===== config.mk =====
export PLATFORM = sky130hd
export DESIGN_NAME = cmd_event_ctr
export DESIGN_NICKNAME = d
export VERILOG_FILES = /design/src/rtl/cmd_ctr_pkg.sv /design/src/rtl/done_ctr.sv /design/src/rtl/ack_reg.sv /design/src/rtl/chain_trk.sv /design/src/rtl/irq_gen.sv /design/src/rtl/cmd_event_ctr.sv
export SDC_FILE = /design/constraint.sdc
export NUM_CORES = 1
export LEC_CHECK = 0
export BUFFER_PORTS_ARGS = -buffer_cell sky130_fd_sc_hd__clkbuf_2
export CAP_MARGIN = 15
export CORE_UTILIZATION = 35
export CTS_BUF_LIST = sky130_fd_sc_hd__clkbuf_16
export CTS_CLUSTER_SIZE = 28
export DETAILED_ROUTE_END_ITERATION = 10
export PLACE_DENSITY = 0.79
export SYNTH_ARGS = -nofsm -noshare
export SYNTH_HDL_FRONTEND = slang
export SYNTH_HIERARCHICAL = 1
export SYNTH_SLANG_ARGS = --single-unit
export TNS_END_PERCENT = 100

===== constraint.sdc =====
create_clock -name clk -period 2.8 [get_ports clk]
set_input_delay 0.56 -clock clk [delete_from_list [all_inputs] [get_ports clk]]
set_output_delay 0.56 -clock clk [all_outputs]
set_load 0.02 [all_outputs]

===== src/rtl/cmd_ctr_pkg.sv =====
package cmd_ctr_pkg;
  typedef enum logic {IRQ_PULSE = 1'b0, IRQ_LEVEL = 1'b1} irq_mode_e;

  localparam int DONE_LSB_DEF = 0;
  localparam int ACT_BIT_DEF  = 8;
  localparam int PROC_LSB_DEF = 16;
  localparam int CFG_LIST_IEN_DEF = 31;
  localparam int CFG_IEN_DEF      = 29;
  localparam int CFG_LEVEL_DEF    = 28;
endpackage


===== src/rtl/done_ctr.sv =====
module done_ctr #(
  parameter int CNT_W = 6
) (
  input  logic             clk,
  input  logic             rst_n,
  input  logic             evt_i,
  output logic [CNT_W-1:0] done_o
);
  function automatic logic [CNT_W-1:0] bump(input logic [CNT_W-1:0] v);
    return v + CNT_W'(1);
  endfunction

  always_ff @(posedge clk) begin
    if (!rst_n)     done_o <= '0;
    else if (evt_i) done_o <= bump(done_o);
  end


  done_inc_chk: assert property (@(posedge clk) disable iff (!rst_n)
    evt_i |=> done_o == CNT_W'($past(done_o) + CNT_W'(1)));

  done_hold_chk: assert property (@(posedge clk) disable iff (!rst_n)
    !evt_i |=> $stable(done_o));
endmodule


===== src/rtl/ack_reg.sv =====
module ack_reg #(
  parameter int CNT_W = 6
) (
  input  logic             clk,
  input  logic             rst_n,
  input  logic             wr_i,
  input  logic [CNT_W-1:0] proc_wr_i,
  input  logic             act_wr_i,
  input  logic             set_i,
  output logic [CNT_W-1:0] proc_o,
  output logic             act_o
);
  always_ff @(posedge clk) begin
    if (!rst_n) begin
      proc_o <= '0;
      act_o  <= 1'b0;
    end else begin
      if (wr_i) proc_o <= proc_wr_i;
      if (set_i)     act_o <= 1'b1;
      else if (wr_i) act_o <= act_wr_i;
    end
  end


  act_set_chk: assert property (@(posedge clk) disable iff (!rst_n)
    set_i |=> act_o);

  proc_hold_chk: assert property (@(posedge clk) disable iff (!rst_n)
    !wr_i |=> $stable(proc_o));
endmodule


===== src/rtl/chain_trk.sv =====
module chain_trk (
  input  logic clk,
  input  logic rst_n,
  input  logic evt_i,
  input  logic start_i,
  output logic loaded_o,
  output logic cmpl_o
);
  logic first_evt;
  assign first_evt = evt_i & (start_i | ~loaded_o);

  always_ff @(posedge clk) begin
    if (!rst_n) begin
      loaded_o <= 1'b0;
      cmpl_o   <= 1'b0;
    end else begin
      cmpl_o <= evt_i & ~first_evt;
      if (evt_i)        loaded_o <= 1'b1;
      else if (start_i) loaded_o <= 1'b0;
    end
  end


  first_no_cmpl_chk: assert property (@(posedge clk) disable iff (!rst_n)
    evt_i && (start_i || !loaded_o) |=> !cmpl_o && loaded_o);

  quiet_no_cmpl_chk: assert property (@(posedge clk) disable iff (!rst_n)
    !evt_i |=> !cmpl_o);
endmodule


===== src/rtl/irq_gen.sv =====
module irq_gen
  import cmd_ctr_pkg::*;
#(
  parameter int CNT_W = 6
) (
  input  logic             clk,
  input  logic             rst_n,
  input  logic             evt_i,
  input  logic             en_i,
  input  irq_mode_e        mode_i,
  input  logic             act_i,
  input  logic [CNT_W-1:0] done_i,
  input  logic [CNT_W-1:0] proc_i,
  output logic             irq_o,
  output logic [CNT_W-1:0] pending_o
);
  function automatic logic [CNT_W-1:0] backlog(input logic [CNT_W-1:0] d,
                                               input logic [CNT_W-1:0] p);
    return d - p;
  endfunction

  logic evt_q;
  logic lvl_req;

  always_ff @(posedge clk) begin
    if (!rst_n) evt_q <= 1'b0;
    else        evt_q <= evt_i;
  end

  assign pending_o = backlog(done_i, proc_i);
  assign lvl_req   = act_i | (pending_o != '0);

  always_comb begin
    irq_o = 1'b0;
    if (en_i) irq_o = (mode_i == IRQ_LEVEL) ? lvl_req : evt_q;
  end


  level_hold_chk: assert property (@(posedge clk) disable iff (!rst_n)
    en_i && mode_i == IRQ_LEVEL && done_i != proc_i |-> irq_o);

  off_quiet_chk: assert property (@(posedge clk) disable iff (!rst_n)
    !en_i |-> !irq_o);
endmodule


===== src/rtl/cmd_event_ctr.sv =====
module cmd_event_ctr
  import cmd_ctr_pkg::*;
#(
  parameter int DATA_W   = 32,
  parameter int CNT_W    = 6,
  parameter int DONE_LSB = DONE_LSB_DEF,
  parameter int ACT_BIT  = ACT_BIT_DEF,
  parameter int PROC_LSB = PROC_LSB_DEF,
  parameter int CFG_LIST_IEN = CFG_LIST_IEN_DEF,
  parameter int CFG_IEN      = CFG_IEN_DEF,
  parameter int CFG_LEVEL    = CFG_LEVEL_DEF
) (
  input  logic              clk,
  input  logic              rst_n,
  input  logic              evt_i,
  input  logic              chain_start_i,
  input  logic [DATA_W-1:0] cfg_i,
  input  logic              reg_wr_i,
  input  logic [DATA_W-1:0] reg_wdata_i,
  output logic [DATA_W-1:0] reg_rdata_o,
  output logic [CNT_W-1:0]  pending_o,
  output logic              list_loaded_o,
  output logic              cmpl_o,
  output logic              irq_o
);
  logic [CNT_W-1:0] done_w;
  logic [CNT_W-1:0] proc_w;
  logic             act_w;
  logic             irq_en;
  logic             act_set;
  irq_mode_e        mode_w;

  assign irq_en  = cfg_i[CFG_IEN] & cfg_i[CFG_LIST_IEN];
  assign mode_w  = cfg_i[CFG_LEVEL] ? IRQ_LEVEL : IRQ_PULSE;
  assign act_set = evt_i & irq_en;

  logic unused_bits;
  assign unused_bits = ^{cfg_i, reg_wdata_i};

  done_ctr #(.CNT_W(CNT_W)) done_i0 (
    .clk(clk), .rst_n(rst_n), .evt_i(evt_i), .done_o(done_w)
  );

  ack_reg #(.CNT_W(CNT_W)) ack_i0 (
    .clk(clk), .rst_n(rst_n), .wr_i(reg_wr_i),
    .proc_wr_i(reg_wdata_i[PROC_LSB +: CNT_W]),
    .act_wr_i(reg_wdata_i[ACT_BIT]), .set_i(act_set),
    .proc_o(proc_w), .act_o(act_w)
  );

  chain_trk chain_i0 (
    .clk(clk), .rst_n(rst_n), .evt_i(evt_i), .start_i(chain_start_i),
    .loaded_o(list_loaded_o), .cmpl_o(cmpl_o)
  );

  irq_gen #(.CNT_W(CNT_W)) irq_i0 (
    .clk(clk), .rst_n(rst_n), .evt_i(evt_i), .en_i(irq_en), .mode_i(mode_w),
    .act_i(act_w), .done_i(done_w), .proc_i(proc_w),
    .irq_o(irq_o), .pending_o(pending_o)
  );

  always_comb begin
    reg_rdata_o = '0;
    reg_rdata_o[DONE_LSB +: CNT_W] = done_w;
    reg_rdata_o[ACT_BIT]           = act_w;
    reg_rdata_o[PROC_LSB +: CNT_W] = proc_w;
  end


  collide_inc_chk: assert property (@(posedge clk) disable iff (!rst_n)
    evt_i && reg_wr_i |=> reg_rdata_o[DONE_LSB +: CNT_W] != $past(reg_rdata_o[DONE_LSB +: CNT_W]));

  collide_act_chk: assert property (@(posedge clk) disable iff (!rst_n)
    evt_i && irq_en && reg_wr_i |=> reg_rdata_o[ACT_BIT]);
endmodule


# Yosys cells after proc, flatten, opt, wreduce, memory -nomap -nowiden
# Cells that the tools add are included.
op_classes:
  bitwise: 8
  n_reduce_logical: 3
  mux: 7
  add_sub_neg: 2
ops:
  columns: ["operator", "n"]
  rows:
  - ["$mux 1", 7]
  - ["$add 6x1->6 const B", 1]
  - ["$reduce_bool 6->1", 1]
  - ["$sub 6x6->6", 1]
  - ["$and 1x1->1", 4]
  - ["$reduce_bool 2->1", 2]
  - ["$not 1->1", 2]
  - ["$or 1x1->1", 2]
word_totals:
  output_inout_bits: 41
  word_cells: 26
  in_bits: 69
  reg_bits: 16

# Logic depth before layout (Yosys ltp)
# Gate-level depths: netlist of run 1.
depth:
  depth_word: 5
  mapped_depth: 8
  depth_no_buf: 8

# Hierarchy
# Netlist of run 1, hierarchy kept.
by_module_without_submodules:
  columns: ["module", "n_inst", "area_each_um2", "seq_area_each_um2", "cells_each"]
  rows:
  - ["irq_gen", 1, 286.5, 20.0, 38]
  - ["ack_reg", 1, 271.5, 140.1, 22]
  - ["done_ctr", 1, 254.0, 120.1, 24]
  - ["cmd_event_ctr", 1, 166.4, 0.0, 23]
  - ["chain_trk", 1, 67.6, 40.0, 5]

# Worst setup path before layout of run 1
# Ideal clock, no wire load.
synth_timing:
  kind: "register -> output"
  start: "register done_i0.done_o[0]"
  end: "output irq_o"
  slack_ns: 0.086
  n_path_buf: 0
  arrival_ns: 2.154
  path_stages_with_launch: 9
  cell_sequence: "dfxtp_1 -> inv_1 -> ha_1 -> fa_1 -> inv_1 -> a21o_1 -> a21oi_1 -> xnor2_1 -> o31a_1"
synth_via:
  elab_chain_len: 5
synth_lines:
  columns: ["item", "line_no", "text"]
  rows:
  - ["from (decl)", "done_ctr.sv:7", "output logic [CNT_W-1:0] done_o"]
  - ["from (signal assigned)", "done_ctr.sv:15", "else if (evt_i) done_o <= bump(done_o);"]
  - ["$sub 6x6->6", "irq_gen.sv:19", "return d - p;"]
  - ["via pending_o[4]", "cmd_event_ctr.sv:21", "output logic [CNT_W-1:0] pending_o,"]
  - ["$reduce_bool 6->1", "irq_gen.sv:31", "assign lvl_req = act_i | (pending_o != '0);"]
  - ["$or 1x1->1", "irq_gen.sv:31", null]
  - ["$mux 1 (2 in series)", "irq_gen.sv:35", "if (en_i) irq_o = (mode_i == IRQ_LEVEL) ? lvl_req : evt_q;"]
  - ["to (decl)", "cmd_event_ctr.sv:24", "output logic irq_o"]
# The timed path passes the listed nets, and every way through them passes these cells.

# Worst setup path after layout of run 1
layout_timing:
  start: "register ack_i0.proc_o[1]"
  end: "output irq_o"
layout_via:
  elab_chain_len: 5
layout_lines:
  columns: ["item", "line_no", "text"]
  rows:
  - ["from (decl)", "ack_reg.sv:10", "output logic [CNT_W-1:0] proc_o,"]
  - ["from (signal assigned)", "ack_reg.sv:18", "if (wr_i) proc_o <= proc_wr_i;"]
  - ["$sub 6x6->6", "irq_gen.sv:19", null]
  - ["$reduce_bool 6->1", "irq_gen.sv:31", null]
  - ["$or 1x1->1", "irq_gen.sv:31", null]
  - ["$mux 1 (2 in series)", "irq_gen.sv:35", null]
# No other way between the ends.

==> results of run 1 <==
[placed cells by master, fill, tap and decap left out, types with 2 or more instances in the layout]
cell       netlist  final
conb_1           1     19
clkbuf_2         0     36
or3_1            3      3
dfxtp_1         16     14
o21a_1           4      4
o21ai_0          2      2
mux2i_1          7      7
clkbuf_16        0      3
nor2b_1          8      7
ha_1             6      4
inv_1            9      9
xor2_1           2      2
nand2_1          4      4
o31a_1           2      2
a21oi_1          2      2
and3_1           2      2
and2_1           6      6
xnor2_1          5      5
[registers in the layout, summed over array words and instances, names as in the netlist]
name	flops
ack_i0/proc_o	6
done_i0/done_o	6
ack_i0/act_o	1
chain_i0/cmpl_o	1
chain_i0/loaded_o	1
irq_i0/evt_q	1
[critical path, cell delays in order (launching register included)]
cell and delay (ns):
dfxtp_4 0.36, inv_1 0.05, ha_1 0.26, nor2b_2 0.16
o31a_1 0.31, a311o_1 0.30, o31a_1 0.30, clkbuf_2 0.15
[power by group through the flow]
| stage | combinational, uW | sequential, uW | clock, uW |
|---|---|---|---|
| after floorplan | 141 | 265 | 0 |
| after global placement | 183 | 254 | 0 |
| after detailed placement | 186 | 254 | 0 |
| after CTS | 186 | 250 | 284 |
| after global routing | 207 | 252 | 296 |
| final | 190 | 250 | 277 |
[per-layer routing]
metal | vias to the layer above | wire, um | GRT usage (%)
met5 | - | 0 | 0
met4 | 0 | 31 | 5.36
met3 | 4 | 154 | 3.92
met2 | 44 | 840 | 20.6
met1 | 370 | 903 | 15.4
li1 | 414 | - | -
[cells by family (layout without fill, tap and decap cells)]
group | Yosys count | count (layout)
other | 1 | 19
buffers and inverters | 30 | 50
multiplexers | 8 | 8
adder cells (fa/ha/maj) | 7 | 7
AO/OA/AOI/OAI | 14 | 14
XOR/XNOR | 7 | 7
flip-flops | 16 | 16
AND/OR/NAND/NOR | 29 | 29
[worst max-delay path by stage]
stage                      start     to  slack (ns)
6_report        ack_i0/proc_o[1]  irq_o        0.09
4_1_cts        done_i0/done_o[1]  irq_o        0.01
3_3_place_gp   done_i0/done_o[1]  irq_o        0.31
2_1_floorplan  done_i0/done_o[0]  irq_o        0.09
5_1_grt         ack_i0/proc_o[3]  irq_o      -0.004
3_5_place_dp    ack_i0/proc_o[1]  irq_o        0.27
[through the flow]
stage,instance area [um2],hold slack [ns]
floorplan,1110,0.566
global placement,1180,0.505
detailed placement,1180,0.517
CTS,1260,0.525
global route,1280,0.562
finish,1280,0.524
[layout make-up]
type	instances	area share, %
timing repair buffer	37	14.6
sequential	16	25.4
clock inverter	1	0.293
multi-input combinational	84	48.2
clock buffer	3	5.85
tap	31	3.02
inverter	9	2.63
==> results_dict.tcl, run 1 <==
set metrics [dict create \
    status "finished with violations" \
    violations "design-rule violations" \
    syn_inst 112 \
    synth_common_cells "buf_4 (20), dfxtp_1 (16), inv_1 (9), nor2b_1 (8), mux2i_1 (7)" \
    antenna_left 0 \
    ff2ff_setup_slack_ns 1.59 \
    drt-initial-drc-count 18 \
    end_kind "output pin" \
    vias 832 \
    min_to "done_i0/done_o[5]" \
    seq_power_share_pct 34.9 \
    initial_utilization_pct 37.3 \
    async_flop_share_pct 0 \
    power.clock.fraction_pct 38.7 \
    ys_warn_count 6 \
    post-route-min-period_ns 2.71 \
    finalClockSkew_ns 0.000350 \
    grt_usage_pct 12.7 \
    cts_tree "done" \
    syn_to_final_growth_pct 22.6 \
    post-route-period-util_pct 96.7 \
    drive_gt1_share_pct 32.7 \
    layout.nets 227 \
    syn_avg_cell_area_um2 9.34 \
    synth_xor_area_share_pct 5.86 \
    cap_violations 0 \
    grt_pass1_wl_mm 3.14 \
    synth-main-ff-cell "dfxtp_1" \
    wl_per_cell_um 10.7 \
    htreeDepth 1 \
    dpl.hpwl_mm 1.49 \
    setup_viol 0 \
    ys_ff_latch 16 \
    synth.largest_area_cell "dfxtp_1" \
    clock_latency_ns 0.25 \
    combPwrFrac_pct 26.5 \
    setup_ws_ns 0.0937 \
    die_x_um 56.7 \
    hold_class "flop to flop" \
    core-area_um2 2810 \
    holdCritStartpoint "done_i0/done_o[5]" \
    multi_input_area_um2 618 \
    port_buffers 36 \
    dieArea_um2 3210 \
    power.density_nw_per_um2 560 \
    synth_simple_gate_area_share_pct 17.6 \
    yosysUniqueCellTypes 30 \
    postCtsHoldBufs 0 \
    synth_fa_ha_area_share_pct 9.09 \
    rows 19 \
    cts_root_buf "clkbuf_16" \
    cp.required_ns 2.24 \
    grt-ovfl-total 0 \
    reg2reg_to "done_i0/done_o[5]" \
    synth_compound_area_share_pct 9.69 \
    detail_route.first_pass.iterations 7 \
    drc 9 \
    clock_path_buffers 2 \
    numCtsBuffers 3 \
    leakage_uw 0.000666 \
    cts-resized-gates 0 \
    yosys.area.top_type_share_pct 30.6 \
    cp_data_arrival_time_ns 2.15 \
    nFillCells 268 \
    cts_setup_buffers 0 \
    clock_sinks 16 \
    crit_fanout 4 \
    path_clk_slew_ns 0.05 \
    fin_util_pct 45.7 \
    r2r_start "done_i0/done_o[2]" \
    grt_max_degree 17 \
    hold_depth 2 \
    dp_cells 177 \
    ir_drop_mv 0.407 \
    synthTopCellsByArea "dfxtp_1 (31%), buf_4 (14%), ha_1 (7.2%)" \
    vias_per_cell 4.60 \
    diodes 0 \
    p_sw_share_pct 30.1 \
    reg2reg_depth 3 \
    final_hold_viol_count 0 \
    synth.area.mux_share_pct 8.13 \
    yosysMostFrequentCell "buf_4" \
    antenna_found_initial 0 \
    worst_setup_path_start_kind "flop" \
    finalNonFillerCells 181 \
    syn_area_um2 1050 \
    grt_pass1_vias 714 \
    place_ws_ns 0.273 \
    power_uw 718 \
    finalMaxSlewViolations 0 \
    p_sw_uw 216 \
    wirelength_mm 1.93 \
    place.gp.congestion 0.767 \
    synth_top_family_by_area "buffers and inverters" \
    criticalPathCategory "flop to output pin" \
    intPower_uw 501 \
    totalNegativeSetupSlack_ns 0 \
    max_clock_freq_mhz 370 \
    seq_area_um2 325 \
    synth_edf_count 0 \
    die_height_um 56.7 \
    yosysSeqAreaShare_pct 30.6 \
    ios 110 \
]
No activity file was read; power rests on OpenSTA's default activity.
==> run 2, diff against run 1 <==
--- a/config.mk
+++ b/config.mk
@@ -5,10 +5,11 @@
 export SDC_FILE = /design/constraint.sdc
 export NUM_CORES = 1
 export LEC_CHECK = 0
+export ABC_CLOCK_PERIOD_IN_PS = 2800
 export BUFFER_PORTS_ARGS = -buffer_cell sky130_fd_sc_hd__clkbuf_2
 export CAP_MARGIN = 15
 export CORE_UTILIZATION = 35
-export CTS_BUF_LIST = sky130_fd_sc_hd__clkbuf_16
+export CTS_BUF_LIST = sky130_fd_sc_hd__clkbuf_4 sky130_fd_sc_hd__clkbuf_8 sky130_fd_sc_hd__clkbuf_16
 export CTS_CLUSTER_SIZE = 28
 export DETAILED_ROUTE_END_ITERATION = 10
 export PLACE_DENSITY = 0.79
==> results_dict.tcl, run 2 (synthesis results as in run 1) <==
set metrics [dict create \
    violations "design-rule violations" \
    p_sw_share_pct 33.9 \
    detail_route.first_pass.iterations 7 \
    drt-initial-drc-count 24 \
    cp.required_ns 2.24 \
    layout.nets 229 \
    ios 110 \
    grt_usage_pct 12.5 \
    wl_per_cell_um 10.9 \
    antenna_left 0 \
    dieArea_um2 3210 \
    max_clock_freq_mhz 367 \
    cap_violations 0 \
    power.clock.fraction_pct 25.4 \
    crit_fanout 2 \
    cts_root_buf "clkbuf_4" \
    post-route-min-period_ns 2.72 \
    grt_max_degree 17 \
    intPower_uw 398 \
    end_kind "output pin" \
    cp_data_arrival_time_ns 2.16 \
    path_clk_slew_ns 0.09 \
    grt-ovfl-total 0 \
    final_cell_mix "clkbuf_2 (35), conb_1 (19), dfxtp_1 (9), inv_1 (8)" \
    combPwrFrac_pct 33.1 \
    numCtsBuffers 3 \
    place.gp.congestion 0.767 \
    seq_power_share_pct 41.5 \
    met3_usage_pct 3.23 \
    syn_to_final_growth_pct 22.4 \
    rows 19 \
    nFillCells 264 \
    dpl.hpwl_mm 1.49 \
    totalNegativeSetupSlack_ns 0 \
    worst_setup_path_start_kind "flop" \
    grt_use_met2_pct 20.1 \
    clock_sinks 16 \
    wirelength_mm 1.99 \
    status "finished with violations" \
    criticalPathCategory "flop to output pin" \
    port_buffers 36 \
    hold_class "primary input to flop" \
    finalClockSkew_ns 0.000731 \
    setup_viol 0 \
    antenna_found_initial 0 \
    use_met1_pct 15.6 \
    drive_gt1_share_pct 38.8 \
    grt_pass1_vias 714 \
    die_x_um 56.7 \
    core-area_um2 2810 \
    drc 9 \
    die_height_um 56.7 \
    vias_per_cell 4.57 \
    initial_utilization_pct 37.3 \
    power.density_nw_per_um2 470 \
    cts_tree "done" \
    hold_ws_ns 0.518 \
    vias 837 \
    clock_latency_ns 0.29 \
    clock_path_buffers 2 \
    htreeDepth 1 \
    layout_commonest_cell "clkbuf_2" \
    p_sw_uw 204 \
    final_hold_viol_count 0 \
    leakage_uw 0.000662 \
    diodes 0 \
    grt.busiest_layer "met2" \
    grt_pass1_wl_mm 3.11 \
    ir_drop_mv 0.399 \
    post-route-period-util_pct 97.2 \
    reg_top3 "ack_i0/proc_o: 6 flops, done_i0/done_o: 6 flops" \
    finalMaxSlewViolations 0 \
]
[run 2: path summary, 6_finish.rpt]
check,from,endpoint,slack (ns),cells past startpoint
worst max register to register,done_i0/done_o[0],done_i0/done_o[5],1.65,4
worst min-delay path,reg_wdata_i[17],ack_i0/proc_o[1],0.52,3
worst min register to register,done_i0/done_o[5],done_i0/done_o[5],0.53,2
worst max-delay path,done_i0/done_o[0],irq_o,0.08,7
[run 2: what timing repair did]
action	4_1_cts	5_1_grt
hold buffers	0	0
setup buffers	0	2
resized for setup	2	15
pin swaps	0	2
endpoints found under the setup margin	1	1
[run 2: power by group through the flow]
stage	Clock, uW	Sequential (uW)	Combinational, uW
3_5_place_dp	0	254	186
2_1_floorplan	0	265	141
5_1_grt	173	251	217
6_report	153	249	199
4_1_cts	158	249	186
3_3_place_gp	0	254	183
[run 2: metal layers]
layer	wire [um]	up-vias	part of all wire [%]
li1	-	415	-
met1	891	374	45
met2	930	44	47
met3	138	4	6.9
met4	28	0	1.4
met5	0	-	0
[run 2: worst max-delay path, cell delays in order (launching register included)]
cell      delay, ns
dfxtp_2        0.34
inv_2          0.04
ha_2           0.19
fa_2           0.53
nand4b_1       0.08
or3_1          0.30
o31a_1         0.25
buf_6          0.13
[run 2: cell type report]
class / instances / area, um2 / area share, %
multi-input cells: 84 / 631 / 49.3
flip-flops and latches: 16 / 332 / 25.9
repair buffers: 39 / 209 / 16.3
well taps: 31 / 38.8 / 3.03
clock buffers: 4 / 36.3 / 2.83
inverters: 9 / 33.8 / 2.64
[run 2: per-stage QoR]
stage	cell area [um2]	utilization (%)	total power, uW	cells	worst slack [ns]
after global routing	1280	45.6	641	183	-0.0159
after CTS	1220	43.4	594	181	0.000433
final	1280	45.6	601	183	0.0781
after global placement	1180	42.0	437	177	0.309
after detailed placement	1180	42.0	440	177	0.273
after floorplan	1110	-	406	130	0.0859
==> run 3, diff against run 2 <==
--- a/config.mk
+++ b/config.mk
@@ -12,6 +12,7 @@
 export CTS_BUF_LIST = sky130_fd_sc_hd__clkbuf_4 sky130_fd_sc_hd__clkbuf_8 sky130_fd_sc_hd__clkbuf_16
 export CTS_CLUSTER_SIZE = 28
 export DETAILED_ROUTE_END_ITERATION = 10
+export MAX_ROUTING_LAYER = met4
 export PLACE_DENSITY = 0.79
 export SYNTH_ARGS = -nofsm -noshare
 export SYNTH_HDL_FRONTEND = slang
==> results_dict.tcl, run 3 (synthesis results as in run 1) <==
set metrics [dict create \
    violations "design-rule violations" \
    clock_path_buffers 2 \
    path_clk_slew_ns 0.10 \
    post-route-min-period_ns 2.72 \
    diodes 0 \
    setup_viol 0 \
    postCtsHoldBufs 0 \
    vias 836 \
    initial_utilization_pct 37.3 \
    leakage_uw 0.000662 \
    totalNegativeSetupSlack_ns 0 \
    numCtsBuffers 3 \
    hold_ws_ns 0.515 \
    max_clock_freq_mhz 367 \
    layout_commonest_cell "clkbuf_2" \
    seq_area_um2 332 \
    ios 110 \
    core-area_um2 2810 \
    cp_cell_sequence "inv_2, ha_2, fa_2, nand4b_1, or3_1, o31a_1, buf_6" \
    place.gp.congestion 0.777 \
    ff2ff_setup_slack_ns 1.65 \
    grt-ovfl-total 0 \
    slowest_delay_ns 0.53 \
    layout.nets 229 \
    dpl.hpwl_mm 1.49 \
    finalNonFillerCells 183 \
    dieArea_um2 3210 \
    hold_class "primary input to flop" \
    htreeDepth 1 \
    antenna_left 0 \
    antenna_found_initial 0 \
    port_buffers 36 \
    vias_per_cell 4.57 \
    crit_buf_inv 2 \
    syn_to_final_growth_pct 22.4 \
    detail_route.first_pass.iterations 7 \
    clock_sinks 16 \
    drive_gt1_share_pct 38.8 \
    finalClockSkew_ns 0.000745 \
    drc 9 \
    final_cell_mix "clkbuf_2 (35), conb_1 (19), dfxtp_1 (9), inv_1 (8)" \
    dp_cells 177 \
    grt_pass1_wl_mm 3.12 \
    drt-initial-drc-count 26 \
    grt_pass1_vias 713 \
    cap_violations 0 \
    clock_latency_ns 0.29 \
    status "finished with violations" \
    die_height_um 56.7 \
    post-route-period-util_pct 97.3 \
    ir_drop_mv 0.405 \
    cts_root_buf "clkbuf_4" \
    power_uw 604 \
    end_kind "output pin" \
    crit_fanout 2 \
    grt_usage_pct 12.9 \
    nFillCells 264 \
    cp_data_arrival_time_ns 2.16 \
    wirelength_mm 2.02 \
    worst_setup_path_start_kind "flop" \
    multi_input_area_um2 631 \
    cp.required_ns 2.24 \
    cpMaxStageDelayCell "fa_2" \
    wl_per_cell_um 11.0 \
    cp_top_family "adder cells" \
    reg_top3 "ack_i0/proc_o: 6 flops, done_i0/done_o: 6 flops" \
    cts_tree "done" \
    rows 19 \
    criticalPathCategory "flop to output pin" \
    power.density_nw_per_um2 472 \
    final_hold_viol_count 0 \
    finalMaxSlewViolations 0 \
    grt_max_degree 17 \
    die_x_um 56.7 \
]
[run 3: what timing repair did]
item / CTS / global route
pin swaps: 0 / 2
gates resized for setup: 2 / 15
setup buffers: 0 / 2
setup endpoints to repair: 1 / 1
[run 3: through the flow]
stage	area (um2)	util [%]	setup slack, ns
finish	1280	45.6	0.0753
global route	1280	45.6	-0.0159
CTS	1220	43.4	0.000433
detailed placement	1180	42.0	0.273
global placement	1180	42.0	0.309
floorplan	1110	-	0.0859
[run 3: final timing paths]
kind,end,start,depth (start not counted)
max,irq_o,done_i0/done_o[0],7
min reg2reg,done_i0/done_o[5],done_i0/done_o[5],2
max reg2reg,done_i0/done_o[5],done_i0/done_o[0],4
min,ack_i0/proc_o[1],reg_wdata_i[17],3
[run 3: routing by layer]
layer / part of all wire (%) / GRT usage [%]
met5: 0 / -
met4: 1.3 / 5.36
met1: 47 / 16.5
met2: 46 / 20.1
met3: 5.5 / 2.07
[run 3: layout make-up]
class | instances | area share (%)
Clock buffer | 4 | 2.83
Inverter | 9 | 2.64
Multi-Input combinational cell | 84 | 49.3
Sequential cell | 16 | 25.9
Tap cell | 31 | 3.03
Timing Repair Buffer | 39 | 16.3
[run 3: tightest hold or removal path, stage by stage]
cell      delay (ns)
clkbuf_2        0.07
mux2i_1         0.05
nor2b_1         0.09
[run 3: power by group]
part	total, uW	internal (uW)	leakage [uW]	switching (uW)
clock network	154	79.3	0.0000210	75.1
logic	200	78.8	0.000506	121
registers	250	240	0.000134	10.2
